`src/rtl/fdiv_pkg.sv`:
```
package fdiv_pkg;
  parameter int ExpW     = 8;
  parameter int FracW    = 23;
  parameter int WordW    = 1 + ExpW + FracW;
  parameter int SigW     = FracW + 1;
  parameter int QuoW     = SigW + 2;
  parameter int RemW     = SigW + 3;
  parameter int Bias     = (1 << (ExpW - 1)) - 1;
  parameter int ExpMax   = (1 << ExpW) - 1;
  parameter int CntW     = $clog2(QuoW + 1);
  parameter int ExpCalcW = ExpW + 3;

  typedef enum logic [1:0] {OpNormal, OpInvalid, OpDivZero, OpZero} op_class_e;
  typedef enum logic [1:0] {StIdle, StIter, StFinish} state_e;

  typedef struct packed {
    logic load;
    logic step;
    logic finish;
  } ctl_s;
endpackage

```
`src/rtl/fdiv_ctrl.sv`:
```
module fdiv_ctrl
  import fdiv_pkg::*;
(
  input  logic clk,
  input  logic rstN,
  input  logic start,
  input  logic special,
  output ctl_s ctl,
  output logic busy,
  output logic done
);
  state_e state;
  logic [CntW-1:0] iterCnt;

  always_comb begin
    ctl = '0;
    case (state)
      StIdle:   ctl.load = start;
      StIter:   ctl.step = 1'b1;
      StFinish: ctl.finish = 1'b1;
      default:  ctl = '0;
    endcase
  end

  always_ff @(posedge clk or negedge rstN) begin
    if (!rstN) begin
      state   <= StIdle;
      iterCnt <= '0;
      done    <= 1'b0;
    end else begin
      done <= 1'b0;
      case (state)
        StIdle: if (start) begin
          state   <= special ? StFinish : StIter;
          iterCnt <= '0;
        end
        StIter: begin
          iterCnt <= iterCnt + 1'b1;
          if (iterCnt == CntW'(QuoW - 1)) state <= StFinish;
        end
        StFinish: begin
          done  <= 1'b1;
          state <= StIdle;
        end
        default: state <= StIdle;
      endcase
    end
  end

  assign busy = (state != StIdle);

  assert_busy_done_excl_R10: assert property (@(posedge clk) disable iff (!rstN)
    !(busy && done));
  assert_done_pulse_R10: assert property (@(posedge clk) disable iff (!rstN)
    done |=> !done);
  assert_start_ignored_R10: assert property (@(posedge clk) disable iff (!rstN)
    (busy && start) |=> (busy || done));
endmodule

```
`src/rtl/fdiv_datapath.sv`:
```
module fdiv_datapath
  import fdiv_pkg::*;
(
  input  logic             clk,
  input  logic             rstN,
  input  ctl_s             ctl,
  input  logic [WordW-1:0] dividend,
  input  logic [WordW-1:0] divisor,
  output logic             special,
  output logic [WordW-1:0] quotient,
  output logic             excInvalid,
  output logic             excDivZero,
  output logic             excOverflow,
  output logic             excUnderflow
);
  localparam logic [WordW-1:0] QNaN   = {1'b0, {ExpW{1'b1}}, 1'b1, {(FracW-1){1'b0}}};
  localparam logic [WordW-2:0] InfMag = {{ExpW{1'b1}}, {FracW{1'b0}}};

  // operand classification
  logic [ExpW-1:0]  expA, expB;
  logic [FracW-1:0] fracA, fracB;
  logic aZero, bZero, aBad, bBad;
  op_class_e cls;

  assign expA  = dividend[WordW-2 -: ExpW];
  assign expB  = divisor[WordW-2 -: ExpW];
  assign fracA = dividend[FracW-1:0];
  assign fracB = divisor[FracW-1:0];

  always_comb begin
    aZero = (expA == '0) && (fracA == '0);
    bZero = (expB == '0) && (fracB == '0);
    aBad  = ((expA == '0) && (fracA != '0)) || (expA == ExpW'(ExpMax));
    bBad  = ((expB == '0) && (fracB != '0)) || (expB == ExpW'(ExpMax));
    if (aBad || bBad)  cls = OpInvalid;
    else if (bZero)    cls = OpDivZero;
    else if (aZero)    cls = OpZero;
    else               cls = OpNormal;
  end
  assign special = (cls != OpNormal);

  // working registers
  op_class_e                   clsR;
  logic                        signR;
  logic signed [ExpCalcW-1:0]  expR;
  logic [SigW-1:0]             divR;
  logic [RemW-1:0]             rem;
  logic [QuoW-1:0]             quo;

  // one non-restoring step
  logic [RemW-1:0] divExt, trial;
  assign divExt = {{(RemW-SigW){1'b0}}, divR};
  assign trial  = rem[RemW-1] ? (rem + divExt) : (rem - divExt);

  always_ff @(posedge clk or negedge rstN) begin
    if (!rstN) begin
      clsR  <= OpNormal;
      signR <= 1'b0;
      expR  <= '0;
      divR  <= '0;
      rem   <= '0;
      quo   <= '0;
    end else if (ctl.load) begin
      clsR  <= cls;
      signR <= dividend[WordW-1] ^ divisor[WordW-1];
      expR  <= ExpCalcW'(expA) - ExpCalcW'(expB) + ExpCalcW'(Bias);
      divR  <= {1'b1, fracB};
      rem   <= {{(RemW-SigW){1'b0}}, 1'b1, fracA};
      quo   <= '0;
    end else if (ctl.step) begin
      quo <= {quo[QuoW-2:0], ~trial[RemW-1]};
      rem <= {trial[RemW-2:0], 1'b0};
    end
  end

  // remainder correction, normalization, rounding
  logic [RemW-1:0]            remFix;
  logic                       topBit, guard, sticky, roundUp, carry;
  logic [SigW-1:0]            mant;
  logic [SigW:0]              mantRnd;
  logic signed [ExpCalcW-1:0] expNorm, expFin;
  logic [FracW-1:0]           fracOut;
  logic                       ovf, unf;

  always_comb begin
    remFix  = rem[RemW-1] ? (rem + {divExt[RemW-2:0], 1'b0}) : rem;
    topBit  = quo[QuoW-1];
    if (topBit) begin
      mant    = quo[QuoW-1:2];
      guard   = quo[1];
      sticky  = quo[0] | (|remFix);
      expNorm = expR;
    end else begin
      mant    = quo[QuoW-2:1];
      guard   = quo[0];
      sticky  = |remFix;
      expNorm = expR - ExpCalcW'(1);
    end
    roundUp = guard & (sticky | mant[0]);
    mantRnd = {1'b0, mant} + {{SigW{1'b0}}, roundUp};
    carry   = mantRnd[SigW];
    expFin  = expNorm + ExpCalcW'(carry);
    fracOut = carry ? '0 : mantRnd[FracW-1:0];
    ovf     = expFin >= ExpCalcW'(ExpMax);
    unf     = expFin <= ExpCalcW'(0);
  end

  always_ff @(posedge clk or negedge rstN) begin
    if (!rstN) begin
      quotient     <= '0;
      excInvalid   <= 1'b0;
      excDivZero   <= 1'b0;
      excOverflow  <= 1'b0;
      excUnderflow <= 1'b0;
    end else if (ctl.finish) begin
      excInvalid   <= 1'b0;
      excDivZero   <= 1'b0;
      excOverflow  <= 1'b0;
      excUnderflow <= 1'b0;
      case (clsR)
        OpInvalid: begin
          quotient   <= QNaN;
          excInvalid <= 1'b1;
        end
        OpDivZero: begin
          quotient   <= QNaN;
          excDivZero <= 1'b1;
        end
        OpZero: quotient <= {signR, {(WordW-1){1'b0}}};
        default: begin
          if (ovf) begin
            quotient    <= {signR, InfMag};
            excOverflow <= 1'b1;
          end else if (unf) begin
            quotient     <= {signR, {(WordW-1){1'b0}}};
            excUnderflow <= 1'b1;
          end else begin
            quotient <= {signR, expFin[ExpW-1:0], fracOut};
          end
        end
      endcase
    end
  end

  assert_one_flag_R6: assert property (@(posedge clk) disable iff (!rstN)
    $onehot0({excInvalid, excDivZero, excOverflow, excUnderflow}));
  assert_nan_on_exc_R7: assert property (@(posedge clk) disable iff (!rstN)
    (excInvalid || excDivZero) |-> (quotient == QNaN));
  assert_inf_on_ovf_R8: assert property (@(posedge clk) disable iff (!rstN)
    excOverflow |-> (quotient[WordW-2:0] == InfMag));
  assert_zero_on_unf_R9: assert property (@(posedge clk) disable iff (!rstN)
    excUnderflow |-> (quotient[WordW-2:0] == '0));
  assert_quo_held_R10: assert property (@(posedge clk) disable iff (!rstN)
    (!ctl.finish) |=> $stable(quotient));
endmodule

```
`src/rtl/fdiv_unit.sv`:
```
module fdiv_unit
  import fdiv_pkg::*;
(
  input  logic        clk,
  input  logic        rstN,
  input  logic        start,
  input  logic [31:0] dividend,
  input  logic [31:0] divisor,
  output logic [31:0] quotient,
  output logic        done,
  output logic        busy,
  output logic        excInvalid,
  output logic        excDivZero,
  output logic        excOverflow,
  output logic        excUnderflow
);
  ctl_s ctl;
  logic special;

  fdiv_ctrl i_ctrl (
    .clk(clk), .rstN(rstN), .start(start), .special(special),
    .ctl(ctl), .busy(busy), .done(done)
  );

  fdiv_datapath i_dp (
    .clk(clk), .rstN(rstN), .ctl(ctl),
    .dividend(dividend), .divisor(divisor), .special(special),
    .quotient(quotient), .excInvalid(excInvalid), .excDivZero(excDivZero),
    .excOverflow(excOverflow), .excUnderflow(excUnderflow)
  );
endmodule

```
`config.mk`:
```
export PLATFORM = sky130hd
export DESIGN_NAME = fdiv_unit
export DESIGN_NICKNAME = d
export VERILOG_FILES = /design/src/rtl/fdiv_pkg.sv /design/src/rtl/fdiv_ctrl.sv /design/src/rtl/fdiv_datapath.sv /design/src/rtl/fdiv_unit.sv
export SDC_FILE = /design/constraint.sdc
export NUM_CORES = 1
export LEC_CHECK = 0
export BUFFER_PORTS_ARGS = -buffer_cell sky130_fd_sc_hd__buf_2
export CAP_MARGIN = 20
export CORE_MARGIN = 2
export CORE_UTILIZATION = 34
export CTS_CLUSTER_DIAMETER = 120
export CTS_CLUSTER_SIZE = 24
export DETAILED_ROUTE_END_ITERATION = 12
export GPL_TIMING_DRIVEN = 0
export PLACE_DENSITY = 0.54
export SYNTH_ARGS = -nofsm -noshare
export SYNTH_HDL_FRONTEND = slang
export SYNTH_SLANG_ARGS = --single-unit
export TNS_END_PERCENT = 10
```
`constraint.sdc`:
```
create_clock -name clk -period 5.8 [get_ports clk]
set_input_delay 1.16 -clock clk [delete_from_list [all_inputs] [get_ports clk]]
set_output_delay 1.16 -clock clk [all_outputs]
set_load 0.1 [all_outputs]
```
==> results summary, run 1 <==
The largest net degree at the start of global routing came out at 87. After synthesis, flip-flops and latches occupy 31.5% of the total area. The setup TNS came out at 0 ps. The post-synthesis instance total is 1298.

The transition time of the tightest slew-check pin came out at 957 ps. The number of antenna diodes in the final layout is 0. From synthesis to final layout, the design area changed by 15.2%. The flip-flop and latch count after synthesis is 135. The count of synthesis-stage warnings from yosys came out at 0. The ratio of cells with drive above 1 in the final layout is 13.2%. The post-synthesis async set-or-reset flop share came out at 100%. The area share of the largest cell type after synthesis came out at 31.5%. The total number of placement rows came out at 64. The routed design could run at a clock period as short as 5360 ps. The post-synth net total is 1439. The static power due to leakage came out at 0.00552 µW. From left edge to right edge, the die measures 181 µm. The number of failing hold endpoints at the final stage came out at 0.

The worst slack after detailed placement came out at -590 ps. In this run, post-CTS hold repair placed 0 buffers. The floorplan step defined a die boundary enclosing 32900 µm². The clock drives 135 sinks. The number of antenna violations at the first check in global routing is 0. Between clock sinks in the finished design, the worst skew comes to 10.7 ps. The count of antenna-violating nets left after detailed routing is 0. The number of CTS-inserted buffers came out at 17. In this run the tool buffered the top-level ports with 104 buffer cells. The tool flagged a number of max-cap violations equal to 0.

The mean cell area of the mapped netlist came out at 8.25 µm². The total core area is 30800 µm². The kind of critical path is reg2reg. The number of H-tree levels is 4. The number of buffers on the longest clock path came out at 2.

The setup violation total in the final timing report is 0. After detailed routing, the average wire length per cell comes to 17.4 µm. The ratio of total power to cell area came out at 688 nW/µm². TritonCTS built the clock tree. The peak ir drop on the vdd network is 0.283 mV. The tree is rooted in a sky130_fd_sc_hd__clkbuf_16.

The critical-path maximum fanout came out at 12. The number of I/O pins came out at 105. The final worst-path cycle share came out at 92.4%. The worst pin sits at a relative slew slack of 36.2%.

The flow ran to the end, and the final reports show no timing, DRC or antenna violations. Using the TritonRoute via totals, the vias-per-cell ratio works out to 5.34. The first detailed-routing pass ran for 5 iterations. For this block, the initial DRC count from the detailed router was 598. Summed over all nets, the half-perimeter wirelength after detailed placement is 24600 µm.

The min-delay analysis places its worst path in the category reg2reg. The number of global-route vias before repair came out at 9575. Sorting the synthesized cells by how often they occur yields 224 x sky130_fd_sc_hd__nand2_1, 135 x sky130_fd_sc_hd__dfrtp_1, 85 x sky130_fd_sc_hd__o21ai_0. Yosys instantiated no cell more often than sky130_fd_sc_hd__nand2_1. In this run the vertical extent of the chip is 181 µm. Global routing consumed, over all layers together, 19.7% of the routing resources. The final worst slack came out at 438 ps. STA classifies the critical path endpoint as a flip-flop. The number of unique standard cell types used by synthesis is 80. The post-synthesis cell area is 10700 µm². Yosys mapped a number of flops with a built-in enable equal to 0.

The post-detailed-placement cell area came out at 11800 µm². The most used flip-flop cell after synthesis is sky130_fd_sc_hd__dfrtp_1. The net total in the final layout is 1564. The data arrival time at the worst-slack endpoint came out at 5680 ps. The later-pin clock latency in the skew report is 430 ps. The design area is 12300 µm².

STA classifies the critical path startpoint as a flip-flop. The highest clock rate is 0.187 GHz. The DRC violation count after routing is 0. The effective utilization at floorplan came out at 34.7%.

The max-slew violation count came to 0. The detailed-route wire length is 31900 µm. The total overflow left after global routing is 0. The total number of vias came out at 9779. Ranked by total cell area, the synthesized netlist is headed by sky130_fd_sc_hd__dfrtp_1 32%, sky130_fd_sc_hd__ha_1 8.3%, sky130_fd_sc_hd__nand2_1 7.9%, sky130_fd_sc_hd__xnor2_1 4.7%, sky130_fd_sc_hd__xor2_1 4.7%. The first-pass GRT wire length is 51400 µm. At the worst endpoint, the required time is 6110 ps. The filler cell count came out at 3194.

Summed over all instances, the cell type with the most area after synthesis is sky130_fd_sc_hd__dfrtp_1. The CTS clock-pin slew for the worst setup and hold paths is 60 ps. Routability-driven placement finished with a final weighted congestion of 0.907.
flip-flops by register name (all words and copies together) (netlist names):
| register | cells |
|---|---|
| i_ctrl.done | 1 |
| i_dp.excUnderflow | 1 |
| i_dp.rem | 27 |
| i_dp.clsR | 2 |
| i_dp.excInvalid | 1 |
| i_ctrl.state | 2 |
| i_dp.quotient | 32 |
| i_dp.expR | 11 |
| i_dp.divR | 24 |
| i_ctrl.iterCnt | 5 |
| i_dp.signR | 1 |
| i_dp.excOverflow | 1 |
| i_dp.excDivZero | 1 |
| i_dp.quo | 26 |
critical path, cell delays in order (launching register included):
cell and delay, ps:
sky130_fd_sc_hd__dfrtp_2 510, sky130_fd_sc_hd__buf_2 300, sky130_fd_sc_hd__buf_6 210, sky130_fd_sc_hd__clkbuf_8 190, sky130_fd_sc_hd__mux2_2 160, sky130_fd_sc_hd__ha_1 240, sky130_fd_sc_hd__nand4_1 140, sky130_fd_sc_hd__a21oi_2 280
sky130_fd_sc_hd__nor3b_2 330, sky130_fd_sc_hd__nor2b_2 330, sky130_fd_sc_hd__nand4_1 180, sky130_fd_sc_hd__nor2_2 240, sky130_fd_sc_hd__ha_1 230, sky130_fd_sc_hd__ha_1 190, sky130_fd_sc_hd__and2b_2 180, sky130_fd_sc_hd__nand2_1 70
sky130_fd_sc_hd__xnor2_1 390, sky130_fd_sc_hd__and4_2 320, sky130_fd_sc_hd__a21oi_1 80, sky130_fd_sc_hd__nor4b_4 150, sky130_fd_sc_hd__buf_4 180, sky130_fd_sc_hd__buf_6 150, sky130_fd_sc_hd__a22o_1 190
metrics by stage:
stage               hold WS, ps  power (µW)  utilization, %  instances
floorplan                   444        6070               -       1298
global placement            455        7320            38.0       1798
detailed placement          463        7390            38.2       1800
CTS                         477        8470            40.0       1831
global route                497        9310            40.0       1831
finish                      472        8480            40.0       1831
cell usage in the layout, fill, tap and decap left out, drive strengths merged, types with 20 or more instances in the layout:
| cell | n |
|---|---|
| ha | 71 |
| nor4 | 30 |
| nor2 | 77 |
| dfrtp | 135 |
| o21ai | 85 |
| clkbuf | 75 |
| nand4 | 20 |
| a21o | 24 |
| nor3 | 31 |
| a21oi | 77 |
| buf | 122 |
| inv | 42 |
| xnor2 | 59 |
| nand3 | 64 |
| nand2 | 224 |
| a22oi | 26 |
| xor2 | 58 |
routing by layer:
| layer | share of wire (%) | wire, µm | global-route usage [%] | vias up |
|---|---|---|---|---|
| li1 | - | - | - | 4882 |
| met1 | 47 | 15100 | 26.4 | 4636 |
| met2 | 46 | 14800 | 32.5 | 217 |
| met3 | 4.0 | 1280 | 3.29 | 44 |
| met4 | 2.4 | 762 | 6.11 | 0 |
| met5 | 0 | 0 | 0 | - |
worst paths after layout:
check | from | endpoint | slack [ps] | cells past startpoint
hold reg to reg | i_dp.quotient[31] | i_dp.quotient[31] | 470 | 2
setup reg to reg | i_dp.quo[25] | i_dp.quotient[9] | 440 | 22
min in group asynchronous | rstN | i_dp.quotient[27] | 680 | 1
setup / recovery | i_dp.quo[25] | i_dp.quotient[9] | 440 | 22
hold / removal | i_dp.quotient[31] | i_dp.quotient[31] | 470 | 2
max in group asynchronous | rstN | i_dp.rem[13] | 4320 | 2
repair_timing:
item | in CTS | in global routing
pin swaps | 1 | 0
resized for setup | 2 | 5
setup buffers | 1 | 0
endpoints found under the setup margin | 30 | 30
hold endpoints to repair | 0 | 0
where the power goes:
part	switching, µW	internal, µW
registers	431	1330
logic	3450	2230
clock network	435	610
logic make-up after synthesis:
logic type | synth area share (%)
compound gates | 19.4
xor+xnor | 9.64
fa+ha+maj | 8.86
buf+inv | 5.37
flops | 31.5
mux | 1.74
simple gates | 23.4
final cells by class:
cell class	instances	area, µm²	share of cell area [%]
timing repair buffer	107	567	4.60
inverter	41	154	1.25
clock buffer	24	472	3.82
sequential	135	3380	27.4
buffer	69	418	3.39
clock inverter	7	71.3	0.578
tap	396	495	4.02
multi-input combinational	1052	6780	54.9
No activity file was read; power rests on OpenSTA's default activity.
==> run 2: changes to the inputs <==
--- a/config.mk
+++ b/config.mk
@@ -5,15 +5,16 @@
 export SDC_FILE = /design/constraint.sdc
 export NUM_CORES = 1
 export LEC_CHECK = 0
-export BUFFER_PORTS_ARGS = -buffer_cell sky130_fd_sc_hd__buf_2
 export CAP_MARGIN = 20
 export CORE_MARGIN = 2
-export CORE_UTILIZATION = 34
+export CORE_UTILIZATION = 65
 export CTS_CLUSTER_DIAMETER = 120
 export CTS_CLUSTER_SIZE = 24
 export DETAILED_ROUTE_END_ITERATION = 12
+export DONT_BUFFER_PORTS = 1
 export GPL_TIMING_DRIVEN = 0
-export PLACE_DENSITY = 0.54
+export PLACE_DENSITY = 0.84
+export REMOVE_ABC_BUFFERS = 1
 export SYNTH_ARGS = -nofsm -noshare
 export SYNTH_HDL_FRONTEND = slang
 export SYNTH_SLANG_ARGS = --single-unit
==> run 2 against run 1 <==
Against the previous run: die area decreased by 47%; via count shrank 2.2%; flip-flop and latch count is the same; routed wire length fell by 17%; combinational power shrank 11%; cell area fell by 7.3%; critical path depth down 1; first-iteration DRC count is 30% higher; register-to-register slack lost 30 ps; critical path type unchanged; critical endpoint is now i_dp.quotient[0].
==> results summary, run 2 (synthesis results as in run 1) <==
The net total in the final layout was 1399 (was 1564). The later-pin clock latency in the skew report is 440 ps (was 430 ps). The highest clock rate is 0.185 GHz (was 0.187 GHz). The count of antenna-violating nets left after detailed routing was 0 (unchanged). Top library cells by usage in the layout, fill and taps aside: 223 x sky130_fd_sc_hd__nand2_1, 134 x sky130_fd_sc_hd__dfrtp_1, 85 x sky130_fd_sc_hd__o21ai_0, 76 x sky130_fd_sc_hd__a21oi_1, 74 x sky130_fd_sc_hd__nor2_1 (was 224 x sky130_fd_sc_hd__nand2_1, 134 x sky130_fd_sc_hd__dfrtp_1, 105 x sky130_fd_sc_hd__buf_2, 85 x sky130_fd_sc_hd__o21ai_0, 76 x sky130_fd_sc_hd__nor2_1). The CTS clock-pin slew for the worst setup and hold paths came out at 60 ps (about the same). The highest layer used for signal routing is met4 (unchanged).

The total met2 wirelength after detailed routing is 13000 µm (was 14800 µm). The antenna diode count is 0 (unchanged). The area overhead of the layout relative to synthesis came out at 6.71% (was 15.2%).

The type of the most critical hold path was in2async (was reg2reg). The post-detailed-placement half-perimeter wirelength is 18600 µm (was 24600 µm). The met1 routed wirelength after detailed routing is 11000 µm (was 15100 µm). The critical path endpoint category is a flip-flop (unchanged). The number of buffers on the longest clock path is 2 (unchanged). The starting DRC count in detailed routing was 779 (was 598). The worst flop-to-flop path startpoint is i_dp.quo[25] (unchanged).

The count of maximum capacitance violations is 0 (unchanged). The filler cell count came out at 1225 (was 3194). The first-pass GRT wire length came out at 44300 µm (was 51400 µm). The CTS tree is yes (unchanged). The internal portion of total power came out at 4180 µW (was 4170 µW). The global placement routability congestion came out at 0.923 (was 0.907). The DRC violation count after routing came to 0 (unchanged). The total overflow reported by the global router came out at 0 (unchanged). The number of antenna violations at the first check in global routing was 0 (unchanged).

The overall die height is 132 µm (was 181 µm). The relative contribution of combinational cells to total power came out at 60.8% (was 67.0%). Setup repair after global routing left no endpoint under its margin.

The detailed route wirelength on metal3 is 1800 µm (was 1280 µm). The ratio of total power to cell area came to 730 nW/µm² (was 688 nW/µm²). The max-slew violation count came out at 0 (unchanged). The setup skew after layout was 10.2 ps (was 10.7 ps). The sequential cell fraction of total power came out at 25.6% (was 20.7%). The type of origin of the critical path is a flip-flop (unchanged). The kind of critical path was reg2reg (unchanged).

The cell total after placement is 1450 (was 1800). The time the worst path needs with I/O delays and setup is 5400 ps (was 5360 ps). The launch point of the worst path is i_dp.quo[25] (unchanged). The number of I/O pins is 105 (unchanged). The number of port buffers is 0 (was 104). The switching power as a share of total power is 49.9% (was 50.9%). The detailed-route wire length came out at 26400 µm (was 31900 µm). The worst slew slack as a fraction of its limit was 34.3% (was 36.2%). The master cell of the clock root buffer is sky130_fd_sc_hd__clkbuf_16 (unchanged). The all-layer global routing usage is 30.7% (was 19.7%).

The flip-flop count of the largest register, all copies and words added came out at 32 (unchanged). The most common cell after layout, fill and taps aside is sky130_fd_sc_hd__nand2_1 (unchanged). The number of H-tree levels is 4 (unchanged). The die footprint came out at 17500 µm² (was 32900 µm²).

The CTS sink count is 135 (unchanged). The switching power came to 4170 µW (was 4310 µW). The average vias per placed instance is 6.43 (was 5.34). The static power due to leakage came to 0.00502 µW (was 0.00552 µW). The data arrival time at the worst-slack endpoint came out at 5730 ps (was 5680 ps). The total number of placement rows is 46 (was 64). Top Registers: i_dp.quotient (32), i_dp.rem (27), i_dp.quo (26) (unchanged). The peak ir drop on the vdd network came out at 0.475 mV (was 0.283 mV). The effective utilization at floorplan came out at 66.9% (was 34.7%). The number of global-route vias before repair is 9152 (was 9575). The setup violation total in the final timing report is 0 (unchanged).

The number of optimization iterations in the first detailed-route pass came to 6 (was 5). The register with the highest flop count is i_dp.quotient (unchanged). The overall die width is 132 µm (was 181 µm). Status: finished, final reports clean (unchanged). The critical-path maximum fanout was 30 (was 12). The transition time of the tightest slew-check pin was 973 ps (was 957 ps). The number of failing hold endpoints at the final stage is 0 (unchanged). The largest net degree at the start of global routing is 136 (was 87).

The final worst-path cycle share is 93.0% (was 92.4%). The average wire per cell in the routed design came out at 17.8 µm (was 17.4 µm). The final cell count without fillers came out at 1487 (was 1831).

The number of CTS-inserted buffers came out at 17 (unchanged). The total number of vias is 9561 (was 9779). The part of the power in the clock network is 13.5% (was 12.3%). The total core area came out at 16000 µm² (was 30800 µm²). The utilization after layout is 71.4% (was 40.0%). The ratio of cells with drive above 1 in the final layout is 6.77% (was 13.2%). The data required time of the worst path came out at 6140 ps (was 6110 ps).
run 2: layout make-up:
cell class                 count  area (µm²)  share of cell area [%]
multi-input combinational   1052        6800                    59.5
tap                          216         270                    2.37
sequential                   135        3380                    29.6
timing repair buffer          11         209                    1.83
clock inverter                14         171                    1.50
clock buffer                  18         439                    3.84
inverter                      41         154                    1.35
run 2: through the flow:
stage	setup WS, ps	hold WS, ps	instance area, µm²	total power (µW)	TNS, ps
2_1_floorplan	-123	444	10300	5930	-282
3_3_place_gp	-1560	462	10600	6790	-35160
3_5_place_dp	-602	501	10700	7010	-8520
4_1_cts	65.6	412	11400	8230	0
5_1_grt	49.2	396	11400	9080	0
6_report	404	413	11400	8340	0
run 2: worst paths after layout:
check | slack, ps | endpoint | depth (start not counted)
max | 400 | i_dp.quotient[0] | 21
min | 410 | i_dp.quotient[6] | 0
max in group asynchronous | 5210 | i_dp.rem[16] | 0
min in group clk | 510 | i_dp.expR[10] | 2
max reg2reg | 400 | i_dp.quotient[0] | 21
min reg2reg | 510 | i_dp.expR[10] | 2
run 2: power groups by stage:
stage	clock [µW]	combinational, µW	sequential, µW
after floorplan	0	3950	1980
after global placement	0	4650	2150
after detailed placement	0	4840	2170
after CTS	1140	4950	2140
after global routing	1180	5710	2200
final	1130	5080	2140
run 2: what timing repair did:
| item | 4_1_cts | 5_1_grt |
|---|---|---|
| resized for setup | 4 | 4 |
| hold buffers | 0 | 0 |
| endpoints found under the setup margin | 30 | 19 |
| pin swaps | 0 | 1 |
| buffers inserted | 1 | 2 |
run 2: metal layers:
| layer | vias up | track usage (%) |
|---|---|---|
| li1 | 4559 | - |
| met1 | 4594 | 39.0 |
| met4 | 0 | 10.2 |
| met3 | 56 | 6.07 |
| met2 | 352 | 52.4 |
| met5 | - | 0 |
run 2: worst max-delay path: stages (launching register included):
cell,delay (ps)
sky130_fd_sc_hd__dfrtp_4,650
sky130_fd_sc_hd__nand2b_1,230
sky130_fd_sc_hd__a21boi_0,160
sky130_fd_sc_hd__nor2b_1,160
sky130_fd_sc_hd__ha_1,270
sky130_fd_sc_hd__nand4_1,170
sky130_fd_sc_hd__a21oi_4,250
sky130_fd_sc_hd__nor3b_2,300
sky130_fd_sc_hd__nor2b_4,260
sky130_fd_sc_hd__nand4_1,180
sky130_fd_sc_hd__nor2_2,240
sky130_fd_sc_hd__ha_1,220
sky130_fd_sc_hd__nand2_1,160
sky130_fd_sc_hd__xnor2_1,220
sky130_fd_sc_hd__mux2_2,360
sky130_fd_sc_hd__mux2i_2,290
sky130_fd_sc_hd__o41ai_4,180
sky130_fd_sc_hd__nor4b_4,220
sky130_fd_sc_hd__buf_4,180
sky130_fd_sc_hd__buf_6,200
sky130_fd_sc_hd__a22oi_1,130
sky130_fd_sc_hd__a41oi_1,250
==> run 3: changes to the inputs <==
--- a/config.mk
+++ b/config.mk
@@ -7,13 +7,13 @@
 export LEC_CHECK = 0
 export CAP_MARGIN = 20
 export CORE_MARGIN = 2
-export CORE_UTILIZATION = 65
+export CORE_UTILIZATION = 40
 export CTS_CLUSTER_DIAMETER = 120
-export CTS_CLUSTER_SIZE = 24
+export CTS_CLUSTER_SIZE = 16
 export DETAILED_ROUTE_END_ITERATION = 12
 export DONT_BUFFER_PORTS = 1
 export GPL_TIMING_DRIVEN = 0
-export PLACE_DENSITY = 0.84
+export PLACE_DENSITY = 0.57
 export REMOVE_ABC_BUFFERS = 1
 export SYNTH_ARGS = -nofsm -noshare
 export SYNTH_HDL_FRONTEND = slang
==> run 3 against run 2 <==
Against the previous run: routed wire length is 3.3% higher; cell count is 8.1% higher; sequential power hardly changed; setup slack better by 75 ps; critical endpoint unchanged; largest cell class unchanged; largest power group unchanged; power is 2.0% lower.
==> results summary, run 3 (synthesis results as in run 1) <==
The switching power as a share of total power came to 49.9% (about the same). The area used by sequential logic in the layout came to 3380 µm² (about the same). The setup skew after layout came to 8.12 ps (was 10.2 ps). The starting DRC count in detailed routing came out at 506 (was 779).

The total number of vias came out at 9088 (was 9561). The ratio of cells with drive above 1 in the final layout came out at 6.69% (was 6.77%). The peak ir drop on the vdd network is 0.269 mV (was 0.475 mV).

The CTS sink count was 135 (unchanged). The largest net degree at the start of global routing came out at 136 (unchanged). The number of global-route vias before repair is 8869 (was 9152). The kind of cell adding the most delay to the critical path is simple AND/OR/NAND/NOR gates (unchanged).

The transition time of the tightest slew-check pin came out at 1020 ps (was 973 ps). The count of antenna-violating nets left after detailed routing came out at 0 (unchanged). The internal portion of total power came to 4090 µW (was 4180 µW). The sequential cell fraction of total power came out at 26.0% (was 25.6%). Status: finished, final reports clean (unchanged).

The number of CTS-inserted buffers is 17 (unchanged). The effective utilization at floorplan was 40.9% (was 66.9%). The number of H-tree levels is 4 (unchanged).

The critical path endpoint category is a flip-flop (unchanged). RSZ-0062 raised after global routing: no (unchanged). The most common cell after layout, fill and taps aside is sky130_fd_sc_hd__nand2_1 (unchanged). The worst-path cell with the longest stage delay was sky130_fd_sc_hd__dfrtp_2 (was sky130_fd_sc_hd__dfrtp_4). The final worst-path cycle share came to 91.8% (was 93.0%). The register with the highest flop count was i_dp.quotient (unchanged). The type of the most critical hold path is in2async (unchanged). The filler cell count is 2610 (was 1225). The number of antenna violations at the first check in global routing came out at 1 (was 0). Top library cells by usage in the layout, fill and taps aside: 223 x sky130_fd_sc_hd__nand2_1, 134 x sky130_fd_sc_hd__dfrtp_1, 85 x sky130_fd_sc_hd__o21ai_0, 76 x sky130_fd_sc_hd__a21oi_1, 74 x sky130_fd_sc_hd__nor2_1 (unchanged). The all-layer global routing usage is 19.8% (was 30.7%). The average wire per cell in the routed design is 17.0 µm (was 17.8 µm). The part of the power in the clock network came out at 13.0% (was 13.5%). The number of failing hold endpoints at the final stage came out at 0 (unchanged).

The master cell of the clock root buffer is sky130_fd_sc_hd__clkbuf_16 (unchanged). The relative contribution of combinational cells to total power was 61.0% (was 60.8%). The launch point of the worst path was i_dp.quo[25] (unchanged).

The setup TNS came to 0 ps (unchanged). The kind of critical path is reg2reg (unchanged). The worst path buffer plus inverter count came out at 2 (unchanged). The number of I/O pins came out at 105 (unchanged).

The time the worst path needs with I/O delays and setup came out at 5320 ps (was 5400 ps). The ratio of total power to cell area came out at 710 nW/µm² (was 730 nW/µm²). The area of the multi-input gates came out at 6790 µm² (was 6800 µm²). The number of buffers on the longest clock path came out at 2 (unchanged). The overall die width is 168 µm (was 132 µm). The CTS tree is yes (unchanged). The global placement routability congestion came out at 0.892 (was 0.923). The worst flop-to-flop path startpoint is i_dp.quo[25] (unchanged). Top Registers: i_dp.quotient (32), i_dp.rem (27), i_dp.quo (26) (unchanged). The later-pin clock latency in the skew report came to 430 ps (was 440 ps). The number of optimization iterations in the first detailed-route pass was 5 (was 6). The highest clock rate came out at 0.188 GHz (was 0.185 GHz). The detailed-route wire length was 27300 µm (was 26400 µm). The smallest hold slack is 422 ps (was 413 ps). The data arrival time at the worst-slack endpoint is 5660 ps (was 5730 ps).

The count of maximum capacitance violations is 0 (unchanged). The critical-path maximum fanout came to 49 (was 30). The setup violation total in the final timing report is 0 (unchanged). Cells along the critical path: buf_12, nand2b_1, a21boi_0, nor2b_1, ha_1, nand4_1, a21oi_2, nor3b_2, nor2b_2, nand4_1, nor2_2, ha_1, nand2_1, xnor2_1, mux2_2, mux2i_2, o41ai_4, nor4b_4, buf_6, a22oi_1, a41oi_1 (was nand2b_1, a21boi_0, nor2b_1, ha_1, nand4_1, a21oi_4, nor3b_2, nor2b_4, nand4_1, nor2_2, ha_1, nand2_1, xnor2_1, mux2_2, mux2i_2, o41ai_4, nor4b_4, buf_4, buf_6, a22oi_1, a41oi_1).

The max-slew violation count came to 0 (unchanged). The total core area was 26200 µm² (was 16000 µm²). The data required time of the worst path is 6140 ps (about the same). The net total in the final layout is 1399 (unchanged). The die footprint is 28100 µm² (was 17500 µm²).

The DRC violation count after routing came to 0 (unchanged). The static power due to leakage came to 0.00498 µW (was 0.00502 µW). The area overhead of the layout relative to synthesis came out at 7.51% (was 6.71%). The average vias per placed instance was 5.65 (was 6.43). The post-detailed-placement half-perimeter wirelength came out at 20400 µm (was 18600 µm). The total overflow reported by the global router was 0 (unchanged). The switching power came out at 4080 µW (was 4170 µW).

The CTS clock-pin slew for the worst setup and hold paths is 60 ps (about the same). The overall die height came out at 168 µm (was 132 µm). The first-pass GRT wire length was 45200 µm (was 44300 µm). The register-to-register setup slack came to 480 ps (was 400 ps). The largest stage delay on the critical path is 480 ps (was 650 ps). The number of port buffers is 0 (unchanged). The total power of the final layout is 8170 µW (was 8340 µW). The flip-flop count of the largest register, all copies and words added came out at 32 (unchanged). The total number of placement rows is 59 (was 46).

The worst slew slack as a fraction of its limit came out at 31.8% (was 34.3%). The type of origin of the critical path is a flip-flop (unchanged).
run 3: cell types whose count changed in the layout (fill, tap and decap cells not counted), sizes merged:
cell | previous run | this run
clkinvlp | 2 | 5
bufinv | 3 | 1
clkinv | 5 | 3
diode | 0 | 2
buf | 10 | 11
clkbuf | 19 | 20
inv | 45 | 44
run 3: timing repair:
| action | CTS | global route |
|---|---|---|
| gates resized for setup | 2 | 3 |
| pin swaps | 1 | 0 |
| setup endpoints to repair | 18 | 20 |
| endpoints found under the hold margin | 0 | 0 |
| hold buffers | 0 | 0 |
| buffers inserted | 1 | 0 |
| gates cloned | 0 | 0 |
run 3: through the flow:
step	cells	setup slack (ps)	utilization, %	area (µm²)
floorplan	1228	-123	-	10300
global placement	1563	-1730	40.9	10700
detailed placement	1573	-306	41.6	10900
CTS	1606	133	43.9	11500
global route	1608	23.3	43.9	11500
finish	1608	478	43.9	11500
run 3: worst paths after layout:
path,end,cells past startpoint
setup / recovery,i_dp.quotient[0],21
hold reg to reg,i_ctrl.iterCnt[4],1
hold / removal,i_dp.quotient[7],0
max in group asynchronous,i_dp.divR[11],0
min in group clk,i_ctrl.iterCnt[4],1
setup reg to reg,i_dp.quotient[0],21
run 3: cell type report:
| type | instances | share of cell area, % |
|---|---|---|
| multi-input cells | 1052 | 59.0 |
| flip-flops and latches | 135 | 29.4 |
| clock buffers | 20 | 3.97 |
| well taps | 335 | 3.64 |
| repair buffers | 11 | 1.66 |
| inverters | 41 | 1.34 |
| clock inverters | 12 | 1.03 |
| diodes | 2 | 0.0435 |
run 3: per-layer routing:
layer	track usage, %	vias up	routed length, µm
met1	26.2	4303	13100
met4	6.35	0	645
met2	32.7	191	12400
met5	0	-	0
li1	-	4564	-
met3	3.97	30	1240
run 3: power groups by stage:
stage	clock network (µW)	logic [µW]	registers (µW)
after floorplan	0	3950	1980
after global placement	0	4760	2180
after detailed placement	0	4950	2140
after CTS	1090	4990	2120
after global routing	1130	5680	2190
final	1070	4980	2130
